[src/rtl/burst_colgen_pkg.sv]
package burst_colgen_pkg;
  localparam int unsigned COL_W       = 8;
  localparam int unsigned MODE_W      = 10;
  localparam int unsigned LEN_W       = 3;
  localparam int unsigned LEN_LSB     = 0;
  localparam int unsigned ORD_BIT     = 3;
  localparam int unsigned WBM_BIT     = 9;
  localparam int unsigned MAX_FIX_LOG = 3;
  localparam logic [LEN_W-1:0] LEN_FULL = '1;

  typedef enum logic {
    ORD_SEQ = 1'b0,
    ORD_ILV = 1'b1
  } ord_e;
endpackage

[src/rtl/burst_mode_reg.sv]
// Holds the burst configuration and decodes it into a column mask,
// a full-page flag, the effective ordering and the illegal-combination flag.
module burst_mode_reg
  import burst_colgen_pkg::*;
#(
  parameter int unsigned COL_W  = burst_colgen_pkg::COL_W,
  parameter int unsigned MODE_W = burst_colgen_pkg::MODE_W
) (
  input  logic              clk,
  input  logic              rst_n,
  input  logic              mode_ld,
  input  logic [MODE_W-1:0] mode_word,
  output logic [COL_W-1:0]  cfg_mask,
  output logic              cfg_full,
  output ord_e              cfg_ord,
  output logic              cfg_single_wr,
  output logic              cfg_err
);

  logic [LEN_W-1:0] len_q, len_d;
  logic             ilv_q, ilv_d;
  logic             wbm_q, wbm_d;
  logic [COL_W-1:0] mask_fix;

  // latency and other bits are kept by the command side, not here
  logic unused_mode_bits;
  assign unused_mode_bits = ^mode_word[WBM_BIT-1:ORD_BIT+1];

  always_comb begin
    len_d = len_q;
    ilv_d = ilv_q;
    wbm_d = wbm_q;
    if (mode_ld) begin
      len_d = mode_word[LEN_LSB +: LEN_W];
      ilv_d = mode_word[ORD_BIT];
      wbm_d = mode_word[WBM_BIT];
    end
  end

  always_ff @(posedge clk or negedge rst_n) begin
    if (!rst_n) begin
      len_q <= '0;
      ilv_q <= 1'b0;
      wbm_q <= 1'b0;
    end else begin
      len_q <= len_d;
      ilv_q <= ilv_d;
      wbm_q <= wbm_d;
    end
  end

  // one mask bit per column bit: set below the programmed power of two
  for (genvar g = 0; g < COL_W; g++) begin : g_mask
    assign mask_fix[g] = (int'(len_q) <= MAX_FIX_LOG) && (int'(len_q) > g);
  end

  assign cfg_full      = (len_q == LEN_FULL);
  assign cfg_mask      = cfg_full ? '1 : mask_fix;
  assign cfg_ord       = (ilv_q && !cfg_full) ? ORD_ILV : ORD_SEQ;
  assign cfg_err       = ilv_q && cfg_full;
  assign cfg_single_wr = wbm_q;

endmodule

[src/rtl/burst_seq.sv]
// Burst state: captures the effective settings at start and runs the beat counter.
module burst_seq
  import burst_colgen_pkg::*;
#(
  parameter int unsigned COL_W = burst_colgen_pkg::COL_W
) (
  input  logic             clk,
  input  logic             rst_n,
  input  logic             start,
  input  logic [COL_W-1:0] start_col,
  input  logic             start_is_wr,
  input  logic             term,
  input  logic [COL_W-1:0] cfg_mask,
  input  logic             cfg_full,
  input  ord_e             cfg_ord,
  input  logic             cfg_single_wr,
  output logic             run_active,
  output logic [COL_W-1:0] run_cnt,
  output logic [COL_W-1:0] run_base,
  output logic [COL_W-1:0] run_mask,
  output ord_e             run_ord,
  output logic             run_last
);

  logic             active_q, active_d;
  logic [COL_W-1:0] cnt_q, cnt_d;
  logic [COL_W-1:0] base_q, mask_q, mask_d;
  logic             full_q, full_d;
  ord_e             ord_q;
  logic             single;
  logic             last;

  assign single = start_is_wr && cfg_single_wr;
  assign last   = active_q && !full_q && (cnt_q == mask_q);
  assign mask_d = single ? '0 : cfg_mask;
  assign full_d = cfg_full && !single;

  always_comb begin
    active_d = active_q;
    cnt_d    = cnt_q;
    if (start) begin
      active_d = 1'b1;
      cnt_d    = '0;
    end else if (active_q && (term || last)) begin
      active_d = 1'b0;
    end else if (active_q) begin
      cnt_d    = cnt_q + 1'b1;
    end
  end

  always_ff @(posedge clk or negedge rst_n) begin
    if (!rst_n) begin
      active_q <= 1'b0;
      cnt_q    <= '0;
      base_q   <= '0;
      mask_q   <= '0;
      full_q   <= 1'b0;
      ord_q    <= ORD_SEQ;
    end else begin
      active_q <= active_d;
      cnt_q    <= cnt_d;
      if (start) begin
        base_q <= start_col;
        mask_q <= mask_d;
        full_q <= full_d;
        ord_q  <= cfg_ord;
      end
    end
  end

  assign run_active = active_q;
  assign run_cnt    = cnt_q;
  assign run_base   = base_q;
  assign run_mask   = mask_q;
  assign run_ord    = ord_q;
  assign run_last   = last;

endmodule

[src/rtl/burst_addr_map.sv]
// Maps base column and beat index to the beat's column, bit by bit.
module burst_addr_map
  import burst_colgen_pkg::*;
#(
  parameter int unsigned COL_W = burst_colgen_pkg::COL_W
) (
  input  logic [COL_W-1:0] base,
  input  logic [COL_W-1:0] cnt,
  input  logic [COL_W-1:0] mask,
  input  ord_e             ord,
  output logic [COL_W-1:0] col
);

  logic [COL_W-1:0] sum;
  assign sum = base + cnt;

  for (genvar g = 0; g < COL_W; g++) begin : g_bit
    logic seq_bit;
    logic ilv_bit;
    assign seq_bit = mask[g] ? sum[g] : base[g];
    assign ilv_bit = base[g] ^ (cnt[g] & mask[g]);
    assign col[g]  = (ord == ORD_ILV) ? ilv_bit : seq_bit;
  end

endmodule

[src/rtl/burst_colgen.sv]
module burst_colgen
  import burst_colgen_pkg::*;
#(
  parameter int unsigned COL_W  = burst_colgen_pkg::COL_W,
  parameter int unsigned MODE_W = burst_colgen_pkg::MODE_W
) (
  input  logic              clk,
  input  logic              rst_n,
  input  logic              mode_ld,
  input  logic [MODE_W-1:0] mode_word,
  input  logic              start,
  input  logic [COL_W-1:0]  start_col,
  input  logic              start_is_wr,
  input  logic              term,
  output logic [COL_W-1:0]  col_out,
  output logic              col_vld,
  output logic              col_last,
  output logic              mode_err
);

  logic [COL_W-1:0] cfg_mask;
  logic             cfg_full;
  ord_e             cfg_ord;
  logic             cfg_single_wr;
  logic [COL_W-1:0] run_cnt, run_base, run_mask;
  ord_e             run_ord;

  burst_mode_reg #(.COL_W(COL_W), .MODE_W(MODE_W)) u_mode (
    .clk           (clk),
    .rst_n         (rst_n),
    .mode_ld       (mode_ld),
    .mode_word     (mode_word),
    .cfg_mask      (cfg_mask),
    .cfg_full      (cfg_full),
    .cfg_ord       (cfg_ord),
    .cfg_single_wr (cfg_single_wr),
    .cfg_err       (mode_err)
  );

  burst_seq #(.COL_W(COL_W)) u_seq (
    .clk           (clk),
    .rst_n         (rst_n),
    .start         (start),
    .start_col     (start_col),
    .start_is_wr   (start_is_wr),
    .term          (term),
    .cfg_mask      (cfg_mask),
    .cfg_full      (cfg_full),
    .cfg_ord       (cfg_ord),
    .cfg_single_wr (cfg_single_wr),
    .run_active    (col_vld),
    .run_cnt       (run_cnt),
    .run_base      (run_base),
    .run_mask      (run_mask),
    .run_ord       (run_ord),
    .run_last      (col_last)
  );

  burst_addr_map #(.COL_W(COL_W)) u_map (
    .base (run_base),
    .cnt  (run_cnt),
    .mask (run_mask),
    .ord  (run_ord),
    .col  (col_out)
  );

endmodule

[config.mk]
export PLATFORM = sky130hd
export DESIGN_NAME = burst_colgen
export DESIGN_NICKNAME = d
export VERILOG_FILES = /design/src/rtl/burst_colgen_pkg.sv /design/src/rtl/burst_mode_reg.sv /design/src/rtl/burst_seq.sv /design/src/rtl/burst_addr_map.sv /design/src/rtl/burst_colgen.sv
export SDC_FILE = /design/constraint.sdc
export NUM_CORES = 1
export LEC_CHECK = 0
export ABC_AREA = 1
export BUFFER_PORTS_ARGS = -buffer_cell sky130_fd_sc_hd__buf_4
export CORE_ASPECT_RATIO = 0.75
export CORE_MARGIN = 3
export CORE_UTILIZATION = 40
export CTS_BUF_LIST = sky130_fd_sc_hd__clkbuf_4
export CTS_CLUSTER_DIAMETER = 150
export DETAILED_ROUTE_END_ITERATION = 6
export PLACE_DENSITY_LB_ADDON = 0.2
export SETUP_SLACK_MARGIN = 0.5
export SYNTH_ARGS = -nofsm -noshare
export SYNTH_HDL_FRONTEND = slang
export SYNTH_SLANG_ARGS = --single-unit
[constraint.sdc]
create_clock -name clk -period 4.5 [get_ports clk]
set_clock_uncertainty 0.2 [all_clocks]
set_input_delay 0.225 -clock clk [delete_from_list [all_inputs] [get_ports clk]]
set_output_delay 0.225 -clock clk [all_outputs]
set_load 0.03 [all_outputs]
# ---- Yosys cells after proc, flatten, opt, wreduce, memory -nomap -nowiden
# Index checks and enable logic that the tools add are counted.
dict set report op_classes {
  add_sub_neg 2
  magnitude_cmp 8
  eq_ne 3
  mux 24
  n_bitwise 16
  n_reduce_logical 21
}
# cell n
set op_table {}
lappend op_table {{$mux 8} 5}
lappend op_table {{$mux 1} 19}
lappend op_table {{$logic_and 1x1->1} 14}
lappend op_table {{$gt 3x3->1 const B} 3}
lappend op_table {{$add 8x1->8 const B} 1}
lappend op_table {{$add 8x8->8} 1}
lappend op_table {{$and 1x1->1} 8}
lappend op_table {{$eq 8x8->1} 1}
lappend op_table {{$xor 1x1->1} 8}
lappend op_table {{$gt 3x1->1 const B} 2}
lappend op_table {{$gt 3x2->1 const B} 2}
lappend op_table {{$reduce_bool 2->1} 2}
lappend op_table {{$eq 3x3->1 const B} 1}
lappend op_table {{$le 3x2->1 const B} 1}
lappend op_table {{$logic_not 1->1} 3}
lappend op_table {{$ne 2x2->1 const B} 1}
lappend op_table {{$reduce_and 2->1} 1}
lappend op_table {{$logic_or 1x1->1} 1}
dict set report totals {
  regBits 32
  in_bits 24
  out_inout_bits 11
  word_cells 83
}

# ---- Logic depth before layout (Yosys ltp)
# Gate-level depths: netlist of the first run.
dict set report depth {
  word_depth 7
  depth_mapped 10
  ltp_nobuf 10
}

# ---- Cells and area by module
# Synthesis of the first run repeated with hierarchy kept, for this count alone.
dict set report hier_totals {
  hier_cells 345
  hier_area_um2 2346.0
}
# module instances cells_per_inst area_per_inst_um2 seq_area_each_um2
set modules_own_cells {}
lappend modules_own_cells {burst_seq 1 192 1461.4 675.6}
lappend modules_own_cells {burst_addr_map 1 117 613.1 0.0}
lappend modules_own_cells {burst_mode_reg 1 36 271.5 125.1}

# ---- Worst setup path after synthesis of the first run
# OpenSTA, ideal clock, no wires.
dict set report synth_path {
  path_type {reg-to-output}
  from {register u_seq.cnt_q[0], in the netlist u_seq.run_cnt[0]}
  to {output port col_out[4]}
  arrival_time_ns 1.744
  required_time_ns 4.075
  setup_slack_ns 2.331
  stages_incl_launch_ff 9
  n_path_buf 0
  cell_sequence {dfrtp_1 ha_1 fa_1 nand2_1 nand2_1 nand3b_1 nand3_1 o211ai_1 o21ai_0}
}
dict set report synth_via {
  elab_chain_cells 3
}
# item line
set synth_rtl {}
lappend synth_rtl {{start, declared} burst_seq.sv:26} ;# logic [COL_W-1:0] cnt_q, cnt_d;
lappend synth_rtl {{start signal, assigned} burst_seq.sv:61} ;# cnt_q <= cnt_d;
lappend synth_rtl {{$add 8x8->8} burst_addr_map.sv:15} ;# assign sum = base + cnt;
lappend synth_rtl {{$mux 1} burst_addr_map.sv:20} ;# assign seq_bit = mask[g] ? sum[g] : base[g];
lappend synth_rtl {{$mux 1} burst_addr_map.sv:22} ;# assign col[g] = (ord == ORD_ILV) ? ilv_bit : seq_bit;
lappend synth_rtl {{end, declared} burst_colgen.sv:15} ;# output logic [COL_W-1:0] col_out,
# No other way between the ends.

# ---- Worst setup path after layout of the first run
dict set report layout_path {
  from {register u_seq.cnt_q[0], in the netlist u_seq.run_cnt[0]}
  to {output port col_out[6]}
}
# Same word-level chain as after synthesis.

==> results.py, run 1 <==
metrics = {
    "critical_path": {
        "critPathLaunchType": "register",
        "max_stage_delay_ns": 0.47,
        "critPathBufInv": 1,
        "ff2ff_setup_slack_ns": 2.62,
        "crit_type": "reg -> out",
        "crit_family": "adder cells",
        "path_common_cell": "nand2_1",
        "slowest_stage": "dfrtp_1",
        "cp_data_required_time_ns": 4.07,
        "cp_max_fo": 6,
        "crit_path_end_kind": "primary output",
        "worstPathArrival_ns": 2.25,
        "path_cells": "ha_1 -> fa_1 -> nand2_1 -> nand2_1 -> nand3b_1 -> nand2_1 -> nand2_1 -> nand3_1 -> nand2_1 -> nand2_1 -> buf_4",
    },
    "finish": {
        "antenna-diode-count": 0,
        "syn_to_final_growth_pct": 28.9,
        "nNetsFinal": 353,
        "drive_above_1_share_pct": 14.7,
        "fin_cells": 370,
    },
    "timing": {
        "maxSlewHeadroom_pct": 73.3,
        "tns_ns": 0,
        "setup_viol": 0,
        "fmax_mhz": 374,
        "min_period_over_period_pct": 59.4,
        "worstMarginPinSlew_ns": 0.401,
        "rsz0062_at_grt": "false",
        "hold_viol": 0,
        "slew_viol_final": 0,
        "fin_crit_ns": 2.67,
    },
    "synth": {
        "yosys-top-cells-area": "dfrtp_1, nand2_1, ha_1",
        "ys_ff_latch": 30,
        "syn_inst": 260,
        "yosysWarningCount": 0,
        "syn_nets": 301,
        "synth_area_um2": 2000,
        "synth_top_area_share_pct": 37.6,
        "ys_seq_area_share_pct": 37.6,
        "yosysTopAreaCell": "dfrtp_1",
        "synth_cell_types": 25,
        "synth.avg_cell_area_um2": 7.69,
    },
    "clocking": {
        "clk_path_buf_depth": 2,
        "numCtsBuffers": 5,
        "clkLatencyLatePin_ns": 0.34,
        "clkTransAtPathRegs_ns": 0.11,
        "tritoncts": "done",
        "cts_hold_repair.buffers": 22,
        "ctsResizeCount": 0,
        "cts_htree_levels": 2,
        "cts.root.buffer_cell": "clkbuf_4",
        "cts_sinks": 30,
        "post_cts_buffers": 0,
    },
    "drt": {
        "via_per_inst": 4.93,
        "wirelength_mm": 4.71,
        "drt_iter0_markers": 79,
        "wire_per_inst_um": 12.7,
        "vias": 1824,
        "ant_nets": 0,
        "drc": 0,
        "drt-pass1-iter-count": 5,
    },
    "pwr": {
        "p_leak_nw": 1.36,
        "power_density_nw_per_um2": 318,
        "ir_drop_mv": 0.240,
    },
    "die": {
        "io_pins": 35,
        "die_w_um": 87.6,
        "fp.dieH_um": 67.2,
        "initial_utilization_pct": 43.2,
        "coreArea_um2": 4620,
        "dieArea_um2": 5890,
        "num_rows": 21,
    },
    "grt": {
        "grt_use_met3_pct": 3.90,
        "busiest_layer": "met2",
        "grt_util_met1_pct": 22.6,
        "globalRouteMet2Util_pct": 27.5,
        "grt_overflow": 0,
        "antenna_found_initial": 0,
        "grt_usage_pct": 17.1,
        "grt_max_degree": 31,
        "grt_pass1_wl_mm": 7.74,
        "first_global_vias": 1685,
    },
    "placed_design": {
        "routabilityCongestion": 0.856,
        "io_buffers": 29,
        "dp_cells": 340,
        "dp_hpwl_mm": 3.21,
    },
    "job": {
        "cap_viol_max_count": 0,
    },
    "hold_path": {
        "hold_path_class": "in -> reg",
    },
    "run_status": {
        "outcome": "finished clean",
    },
}
## worst reg2reg max path: cells and delay by family (launching register included)
kind	cells	cell delay, ns
and+or+nand+nor	8	0.75
DFF	1	0.50
adders and majority gates	1	0.34
## path summary, 6_finish.rpt
path,from,end,cells past startpoint
setup / recovery,u_seq.run_cnt[0],col_out[6],11
hold / removal,start,u_seq.run_base[0],3
setup reg to reg,u_seq.run_cnt[3],u_seq.run_cnt[7],9
hold reg to reg,u_mode.ilv_q,u_seq.run_ord,2
max in group asynchronous,rst_n,u_seq.run_mask[2],2
min in group asynchronous,rst_n,u_seq.run_mask[6],2
## power breakdown
group	total (mW)	internal, mW	switching, mW
logic	0.227	0.0968	0.130
registers	0.317	0.291	0.0259
clock network	0.276	0.171	0.105
total	0.820	0.559	0.261
## registers in the layout (all words and copies together) (netlist names)
name	count
u_mode.len_q	3
u_seq.run_cnt	8
u_seq.run_mask	7
u_mode.cfg_single_wr	1
u_seq.run_ord	1
u_mode.ilv_q	1
u_seq.run_base	8
u_seq.run_active	1
## synthesized netlist by cell type
| cell type | number |
|---|---|
| clkbuf_1 | 3 |
| nor3b_2 | 1 |
| mux2_2 | 3 |
| inv_1 | 26 |
| or2_1 | 1 |
| nand2_1 | 73 |
| nor2_2 | 1 |
| o21bai_1 | 1 |
| buf_2 | 2 |
| nand2_4 | 2 |
| dfrtp_1 | 30 |
| inv_2 | 2 |
| ha_1 | 16 |
| fa_1 | 1 |
| buf_6 | 1 |
| o21ai_0 | 21 |
| nand3_2 | 1 |
| nor2_1 | 20 |
| a21oi_1 | 10 |
| xnor2_1 | 5 |
| o211ai_1 | 3 |
| xor2_1 | 7 |
| o22ai_1 | 3 |
| nand3_1 | 25 |
| nand3b_1 | 2 |
## layout by cell type (no fill, tap or decap), drive strengths merged, types with 10 or more instances in the layout
master	count
nand3	26
ha	16
dlygate4sd3	22
dfrtp	30
nor2	21
nand2	75
buf	29
a21oi	10
o21ai	21
inv	28
## per-stage QoR
| step | area, um2 | util (%) | power, mW | worst slack (ns) | hold WS [ns] |
|---|---|---|---|---|---|
| after floorplan | 2000 | - | 0.457 | 2.33 | -0.271 |
| after global placement | 2250 | 48.8 | 0.527 | 2.22 | -0.0157 |
| after detailed placement | 2250 | 48.8 | 0.529 | 2.21 | -0.0110 |
| after CTS | 2580 | 55.7 | 0.821 | 1.83 | 0.0555 |
| after global routing | 2580 | 55.7 | 0.864 | 1.65 | 0.0461 |
| final | 2580 | 55.7 | 0.820 | 1.83 | 0.0520 |
## layer usage
metal	part of all wire (%)	vias up
met5	0	-
met4	1.4	0
met3	4.4	9
met2	45	39
met1	49	829
li1	-	947
## cell type report
cell class	instances	area [um2]
tap	57	71.3
sequential	30	751
multi-input combinational	196	1110
clock inverter	3	63.8
fill	430	2050
timing repair buffer	51	438
clock buffer	5	37.5
inverter	28	105
## logic make-up after synthesis
kind of cell	after synthesis	share of synthesized area, %
AOI/OAI and AO/OA	38	10.2
xor gates and xnor gates	12	5.26
adders and majority gates	17	11.0
buffers and inverters	34	6.89
DFF	30	37.6
muxes	3	1.69
and+or+nand+nor	126	27.4
Note: power is estimated with default switching activity, not from simulation.
==> run 2: changes to the inputs <==
==> constraint.sdc (replaced) <==
create_clock -name clk -period 2.65 [get_ports clk]
set_clock_uncertainty 0.2 [all_clocks]
set_input_delay 0.1325 -clock clk [delete_from_list [all_inputs] [get_ports clk]]
set_output_delay 0.1325 -clock clk [all_outputs]
set_load 0.03 [all_outputs]
==> run 2 against run 1 <==
  * Sequential cell count stayed put
  * Global-route usage increased by 1.5 points
  * First-iteration DRC count up 18%
  * Setup slack got worse by 1.6 ns
  * Clock power down 2%
  * Register-to-register slack got worse by 1.9 ns
  * Sequential power rose by 72%
  * Count of clock-buffer cells in the layout is the same
  * Design area is 14% higher
  * Highest routed layer unchanged
  * Sequential share of layout area decreased by 3.0 points
  * Critical path depth stayed put
  * Wire length up 11%
==> results.py, run 2 (synthesis gave the netlist of run 1 again) <==
metrics = {
    "clocking": {
        "clk_path_buf_depth": 2,
        "clkTransAtPathRegs_ns": 0.10,
        "cts_htree_levels": 2,
        "clkLatencyLatePin_ns": 0.33,
        "numCtsBuffers": 5,
        "cts.root.buffer_cell": "clkbuf_4",
        "cts_sinks": 30,
        "tritoncts": "done",
    },
    "die": {
        "dieArea_um2": 5890,
        "io_pins": 35,
        "fp.dieH_um": 67.2,
        "initial_utilization_pct": 43.2,
        "num_rows": 21,
        "die_w_um": 87.6,
        "coreArea_um2": 4620,
    },
    "critical_path": {
        "path_common_cell": "nand2_1",
        "cp_data_required_time_ns": 2.32,
        "r2r_end": "u_seq.run_cnt[4]",
        "r2r.worst_path.cells": 8,
        "critPathLaunchType": "register",
        "crit_type": "reg -> out",
        "crit_path_end_kind": "primary output",
        "worstPathArrival_ns": 2.05,
        "max_stage_delay_ns": 0.45,
        "cp_max_fo": 4,
        "slowest_stage": "dfrtp_1",
        "rr_startpoint": "u_seq.run_cnt[6]",
        "path_cells": "ha_4 -> fa_2 -> nand2_2 -> nand2_2 -> nand3b_1 -> nand2_1 -> nand2_1 -> nand3_1 -> nand2_1 -> nand2_1 -> buf_6",
        "ff2ff_setup_slack_ns": 0.73,
    },
    "drt": {
        "drt-pass1-iter-count": 4,
        "vias": 1966,
        "via_per_inst": 5.03,
        "ant_nets": 0,
        "drt_iter0_markers": 93,
        "drc": 0,
        "wire_per_inst_um": 13.4,
        "wirelength_mm": 5.22,
    },
    "timing": {
        "maxSlewHeadroom_pct": 71.7,
        "fin_crit_ns": 2.38,
        "min_period_over_period_pct": 90.0,
        "setup_viol": 0,
        "rsz0062_at_grt": "true",
        "slew_viol_final": 0,
        "tns_ns": 0,
        "hold_viol": 0,
        "worstMarginPinSlew_ns": 0.424,
        "setup_slack_ns": 0.266,
        "fmax_mhz": 419,
    },
    "finish": {
        "n_fill_cell": 404,
        "syn_to_final_growth_pct": 46.6,
        "antenna-diode-count": 0,
        "final_common_cell": "nand2_1",
        "drive_above_1_share_pct": 28.7,
        "final_area_um2": 2930,
        "nNetsFinal": 374,
        "mostFrequentLayoutCells": "nand2_1, buf_4, dlygate4sd3_1",
        "fin_cells": 391,
    },
    "hold_path": {
        "whs_endpoint": "u_seq.run_base[5]",
        "hold_path_class": "in -> reg",
        "min-delay-start": "start",
        "hold_depth": 3,
    },
    "pwr": {
        "p_leak_nw": 1.43,
        "power_mw": 1.32,
        "ir_drop_mv": 0.320,
        "power_density_nw_per_um2": 449,
    },
    "placed_design": {
        "place_area_um2": 2250,
        "pre_cts_ws_ns": 0.450,
        "routabilityCongestion": 0.889,
        "dp_hpwl_mm": 3.23,
        "io_buffers": 29,
        "dp_cells": 340,
    },
    "job": {
        "cap_viol_max_count": 0,
    },
    "run_status": {
        "outcome": "finished clean",
    },
    "grt": {
        "grt_max_degree": 31,
        "antenna_found_initial": 0,
        "grt_usage_pct": 18.6,
        "grt_pass1_wl_mm": 8.39,
        "grt_overflow": 0,
        "first_global_vias": 1839,
    },
}
==> run 2: cell types whose count changed in the layout (fill, tap and decap cells not counted), sizes merged <==
cell         change
buf             +15
clkinvlp         +1
dlygate4sd3      +6
bufinv           -2
clkinv           +1
==> run 2: area by class of cell <==
class | count | area (um2) | share of cell area, %
Multi-Input combinational cell | 196 | 1290 | 44.2
Sequential cell | 30 | 764 | 26.1
Timing Repair Buffer | 72 | 641 | 21.9
Inverter | 28 | 105 | 3.59
Tap cell | 57 | 71.3 | 2.43
Clock buffer | 5 | 37.5 | 1.28
Clock inverter | 3 | 16.3 | 0.555
==> run 2: power breakdown <==
part	internal, mW	leakage, nW	switching (mW)	total (mW)
registers	0.496	0.368	0.0481	0.544
logic	0.238	1.03	0.262	0.500
clock network	0.0986	0.0286	0.173	0.271
total	0.833	1.43	0.482	1.32
==> run 2: routing by layer <==
| metal | up-vias | part of all wire (%) | GRT usage [%] |
|---|---|---|---|
| met5 | - | 0 | 0 |
| met4 | 0 | 2.2 | 7.09 |
| met3 | 10 | 3.9 | 4.15 |
| met2 | 43 | 47 | 30.5 |
| met1 | 925 | 47 | 24.2 |
| li1 | 988 | - | - |
==> run 2: how the worst max path moves through the flow <==
stage | startpoint | to | slack (ns)
after floorplan | u_seq.run_cnt[0] | col_out[4] | 0.57
after global placement | u_seq.run_cnt[0] | col_out[6] | 0.47
after detailed placement | u_seq.run_cnt[0] | col_out[6] | 0.45
after CTS | u_seq.run_base[0] | col_out[6] | 0.23
after global routing | u_seq.run_base[0] | col_out[6] | 0.10
final | u_seq.run_base[0] | col_out[6] | 0.27
==> run 2: what timing repair did <==
item,CTS,global route
resized for setup,26,25
cloned,0,0
hold buffers,28,0
hold endpoints to repair,45,0
buffers inserted,6,9
pin swaps,8,11
endpoints found under the setup margin,7,9
==> run 2: worst max-delay path: cells and delay by family (launching register included) <==
family	cells	cell delay, ns
buf+inv	1	0.14
flops	1	0.45
fa+ha+maj	2	0.57
simple gates	8	0.58
==> run 2: through the flow <==
stage / hold slack (ns) / util [%]
6_report: 0.0127 / 63.3
5_1_grt: 0.0372 / 63.3
4_1_cts: 0.00406 / 59.2
3_5_place_dp: -0.102 / 48.8
3_3_place_gp: -0.103 / 48.8
2_1_floorplan: -0.363 / -
==> run 3: changes to the inputs <==
--- a/config.mk
+++ b/config.mk
@@ -7,9 +7,10 @@
 export LEC_CHECK = 0
 export ABC_AREA = 1
 export BUFFER_PORTS_ARGS = -buffer_cell sky130_fd_sc_hd__buf_4
+export CAP_MARGIN = 20
 export CORE_ASPECT_RATIO = 0.75
 export CORE_MARGIN = 3
-export CORE_UTILIZATION = 40
+export CORE_UTILIZATION = 58
 export CTS_BUF_LIST = sky130_fd_sc_hd__clkbuf_4
 export CTS_CLUSTER_DIAMETER = 150
 export DETAILED_ROUTE_END_ITERATION = 6
==> run 3 against run 2 <==
  * The flow now stops in global routing (5_1_grt)
  * Synthesized cell count did not move
  * Area after synthesis stayed put
==> results.py, run 3 <==
metrics = {
    "synth": {
        "synth_area_um2": 2000,
        "synth-edff-count": 0,
        "ys_seq_area_share_pct": 37.6,
        "yosysWarningCount": 0,
        "yosys-top-cells-area": "dfrtp_1, nand2_1, ha_1",
        "synth_cell_types": 25,
        "synth.avg_cell_area_um2": 7.69,
        "syn_nets": 301,
        "synthFlopType": "dfrtp_1",
        "yosysTopAreaCell": "dfrtp_1",
        "synth_commonest_cells": "nand2_1, dfrtp_1, inv_1, nand3_1, o21ai_0",
        "synth_top_area_share_pct": 37.6,
        "async_flop_share_pct": 100,
        "yosysMostFrequentCell": "nand2_1",
        "syn_inst": 260,
        "ys_ff_latch": 30,
    },
    "placed_design": {
        "routabilityCongestion": 0.933,
        "dp_hpwl_mm": 3.28,
        "io_buffers": 29,
        "place_area_um2": 2230,
    },
    "clocking": {
        "cts.root.buffer_cell": "clkbuf_4",
        "cts_htree_levels": 2,
        "numCtsBuffers": 5,
        "cts_sinks": 30,
        "clk_path_buf_depth": 2,
    },
    "run_status": {
        "tool.error": "[ERROR DPL-0038] Utilization greater than 100%, impossible to legalize",
        "outcome": "stopped before the end",
        "stop_stage": "global routing (5_1_grt)",
    },
    "timing": {
        "endpoint_type": "top-level output",
        "grt-worst-endpoint": "col_out[6]",
    },
    "die": {
        "io_pins": 35,
        "fp.dieH_um": 56.8,
        "num_rows": 17,
        "die_w_um": 73.8,
        "initial_utilization_pct": 64.3,
    },
    "grt": {
        "grt_max_degree": 31,
    },
}
-- run 3: cell counts after synthesis --
No cell type changed its count.
-- run 3: through the flow --
stage | worst slack, ns | std cells
after CTS | 0.267 | 374
after detailed placement | 0.419 | 321
after global placement | 0.485 | 321
after floorplan | 0.574 | 260
-- run 3: what timing repair did --
item	4_1_cts
pin swaps	11
endpoints found under the hold margin	46
setup endpoints to repair	7
hold buffers	34
setup buffers	11
gates cloned	0
resized for setup	29
-- run 3: cell families after synthesis --
family,count (synthesis),share of synthesized area [%]
adder cells (fa/ha/maj),17,11.0
XOR/XNOR,12,5.26
multiplexers,3,1.69
flip-flops,30,37.6
AO/OA/AOI/OAI,38,10.2
AND/OR/NAND/NOR,126,27.4
buffers and inverters,34,6.89
==> run 4: changes to the inputs <==
--- a/config.mk
+++ b/config.mk
@@ -8,14 +8,10 @@
 export ABC_AREA = 1
 export BUFFER_PORTS_ARGS = -buffer_cell sky130_fd_sc_hd__buf_4
 export CAP_MARGIN = 20
-export CORE_ASPECT_RATIO = 0.75
 export CORE_MARGIN = 3
-export CORE_UTILIZATION = 58
-export CTS_BUF_LIST = sky130_fd_sc_hd__clkbuf_4
-export CTS_CLUSTER_DIAMETER = 150
+export CORE_UTILIZATION = 40
 export DETAILED_ROUTE_END_ITERATION = 6
-export PLACE_DENSITY_LB_ADDON = 0.2
-export SETUP_SLACK_MARGIN = 0.5
+export PLACE_DENSITY_LB_ADDON = 0.15
 export SYNTH_ARGS = -nofsm -noshare
 export SYNTH_HDL_FRONTEND = slang
 export SYNTH_SLANG_ARGS = --single-unit
==> run 4 against run 3 <==
  * The flow now finishes without violations
==> results.py, run 4 (synthesis gave the netlist of run 1 again) <==
metrics = {
    "finish": {
        "nNetsFinal": 353,
        "syn_to_final_growth_pct": 29.1,
        "final_area_um2": 2580,
        "mostFrequentLayoutCells": "nand2_1, buf_4, dfrtp_1",
        "antenna-diode-count": 0,
        "drive_above_1_share_pct": 15.0,
        "final_common_cell": "nand2_1",
    },
    "critical_path": {
        "cp_data_required_time_ns": 2.32,
        "crit_type": "reg -> out",
        "ff2ff_setup_slack_ns": 0.74,
        "critPathLaunchType": "register",
        "max_stage_delay_ns": 0.45,
        "worstPathArrival_ns": 2.12,
        "crit_path_end_kind": "primary output",
        "path_cells": "ha_1 -> fa_1 -> nand2_1 -> nand2_1 -> nand3b_1 -> nand2_1 -> nand2_1 -> nand3_1 -> nand2_1 -> nand2_1 -> buf_4",
        "crit_family": "adder cells",
        "path_common_cell": "nand2_1",
        "cp_max_fo": 6,
        "critPathBufInv": 1,
        "slowest_stage": "dfrtp_2",
    },
    "die": {
        "initial_utilization_pct": 41.8,
        "coreArea_um2": 4790,
        "io_pins": 35,
        "fp.dieH_um": 76.7,
        "num_rows": 25,
        "dieArea_um2": 5880,
        "die_w_um": 76.7,
    },
    "drt": {
        "drt_iter0_markers": 102,
        "vias": 1791,
        "drc": 0,
        "wire_per_inst_um": 11.8,
        "via_per_inst": 4.71,
        "wirelength_mm": 4.49,
        "ant_nets": 0,
        "drt-pass1-iter-count": 4,
    },
    "pwr": {
        "ir_drop_mv": 0.339,
        "power_density_nw_per_um2": 506,
        "p_leak_nw": 1.35,
    },
    "hold_path": {
        "hold_path_class": "in -> reg",
    },
    "grt": {
        "grt_usage_pct": 16.2,
        "first_global_vias": 1679,
        "grt_pass1_wl_mm": 7.68,
        "grt_max_degree": 31,
        "antenna_found_initial": 0,
        "grt_overflow": 0,
    },
    "timing": {
        "slew_viol_final": 0,
        "maxSlewHeadroom_pct": 71.4,
        "setup_viol": 0,
        "rsz0062_at_grt": "false",
        "fin_crit_ns": 2.45,
        "tns_ns": 0,
        "hold_viol": 0,
        "fmax_mhz": 408,
        "worstMarginPinSlew_ns": 0.428,
        "min_period_over_period_pct": 92.6,
    },
    "clocking": {
        "post_cts_buffers": 0,
        "tritoncts": "done",
        "cts_sinks": 30,
        "cts.root.buffer_cell": "clkbuf_8",
        "cts_htree_levels": 2,
        "clk_path_buf_depth": 2,
        "clkLatencyLatePin_ns": 0.28,
        "clkTransAtPathRegs_ns": 0.06,
        "numCtsBuffers": 5,
    },
    "job": {
        "cap_viol_max_count": 0,
    },
    "placed_design": {
        "io_buffers": 29,
        "dp_hpwl_mm": 3.09,
        "place_area_um2": 2270,
        "routabilityCongestion": 0.776,
    },
    "run_status": {
        "outcome": "finished clean",
    },
}
run 4: worst paths after layout:
kind	startpoint	endpoint	depth (start not counted)
hold reg to reg	u_mode.ilv_q	u_seq.run_ord	2
setup / recovery	u_seq.run_cnt[0]	col_out[6]	11
max in group asynchronous	rst_n	u_seq.run_cnt[0]	2
hold / removal	start	u_seq.run_base[1]	3
setup reg to reg	u_seq.run_cnt[4]	u_seq.run_cnt[7]	8
min in group asynchronous	rst_n	u_seq.run_cnt[3]	2
run 4: tightest hold or removal path: stages:
cell	delay, ns
buf_4	0.20
nand2_1	0.09
nand2_1	0.04
run 4: per-stage QoR:
stage,setup WS (ns),hold WS (ns),power [mW],cells,util (%)
floorplan,0.574,-0.363,0.775,260,-
global placement,0.486,-0.106,0.898,350,47.4
detailed placement,0.487,-0.103,0.900,350,47.4
CTS,0.174,0.0239,1.32,380,53.9
global route,0.00606,0.0390,1.39,380,53.9
finish,0.196,0.0340,1.31,380,53.9
run 4: power breakdown:
part	internal (mW)	total [mW]	switching (mW)
Sequential	0.496	0.539	0.0438
Combinational	0.164	0.383	0.219
Clock	0.209	0.383	0.174
run 4: timing repair:
action                                 CTS  global route
hold buffers                            22             0
resized for setup                        0             1
endpoints found under the hold margin   44             0
setup endpoints to repair                0             1
run 4: final cells by class:
cell class / count / area [um2]
Sequential cell: 30 / 752
Tap cell: 67 / 83.8
Clock buffer: 7 / 86.3
Fill cell: 467 / 2210
Multi-Input combinational cell: 196 / 1110
Timing Repair Buffer: 51 / 438
Clock inverter: 1 / 5.00
Inverter: 28 / 105
run 4: routing by layer:
| layer | part of all wire, % | global-route usage [%] | vias to the layer above |
|---|---|---|---|
| met3 | 4.2 | 3.76 | 4 |
| li1 | - | - | 952 |
| met1 | 49 | 21.7 | 802 |
| met5 | 0 | 0 | - |
| met2 | 46 | 26.3 | 33 |
| met4 | 0.74 | 3.80 | 0 |
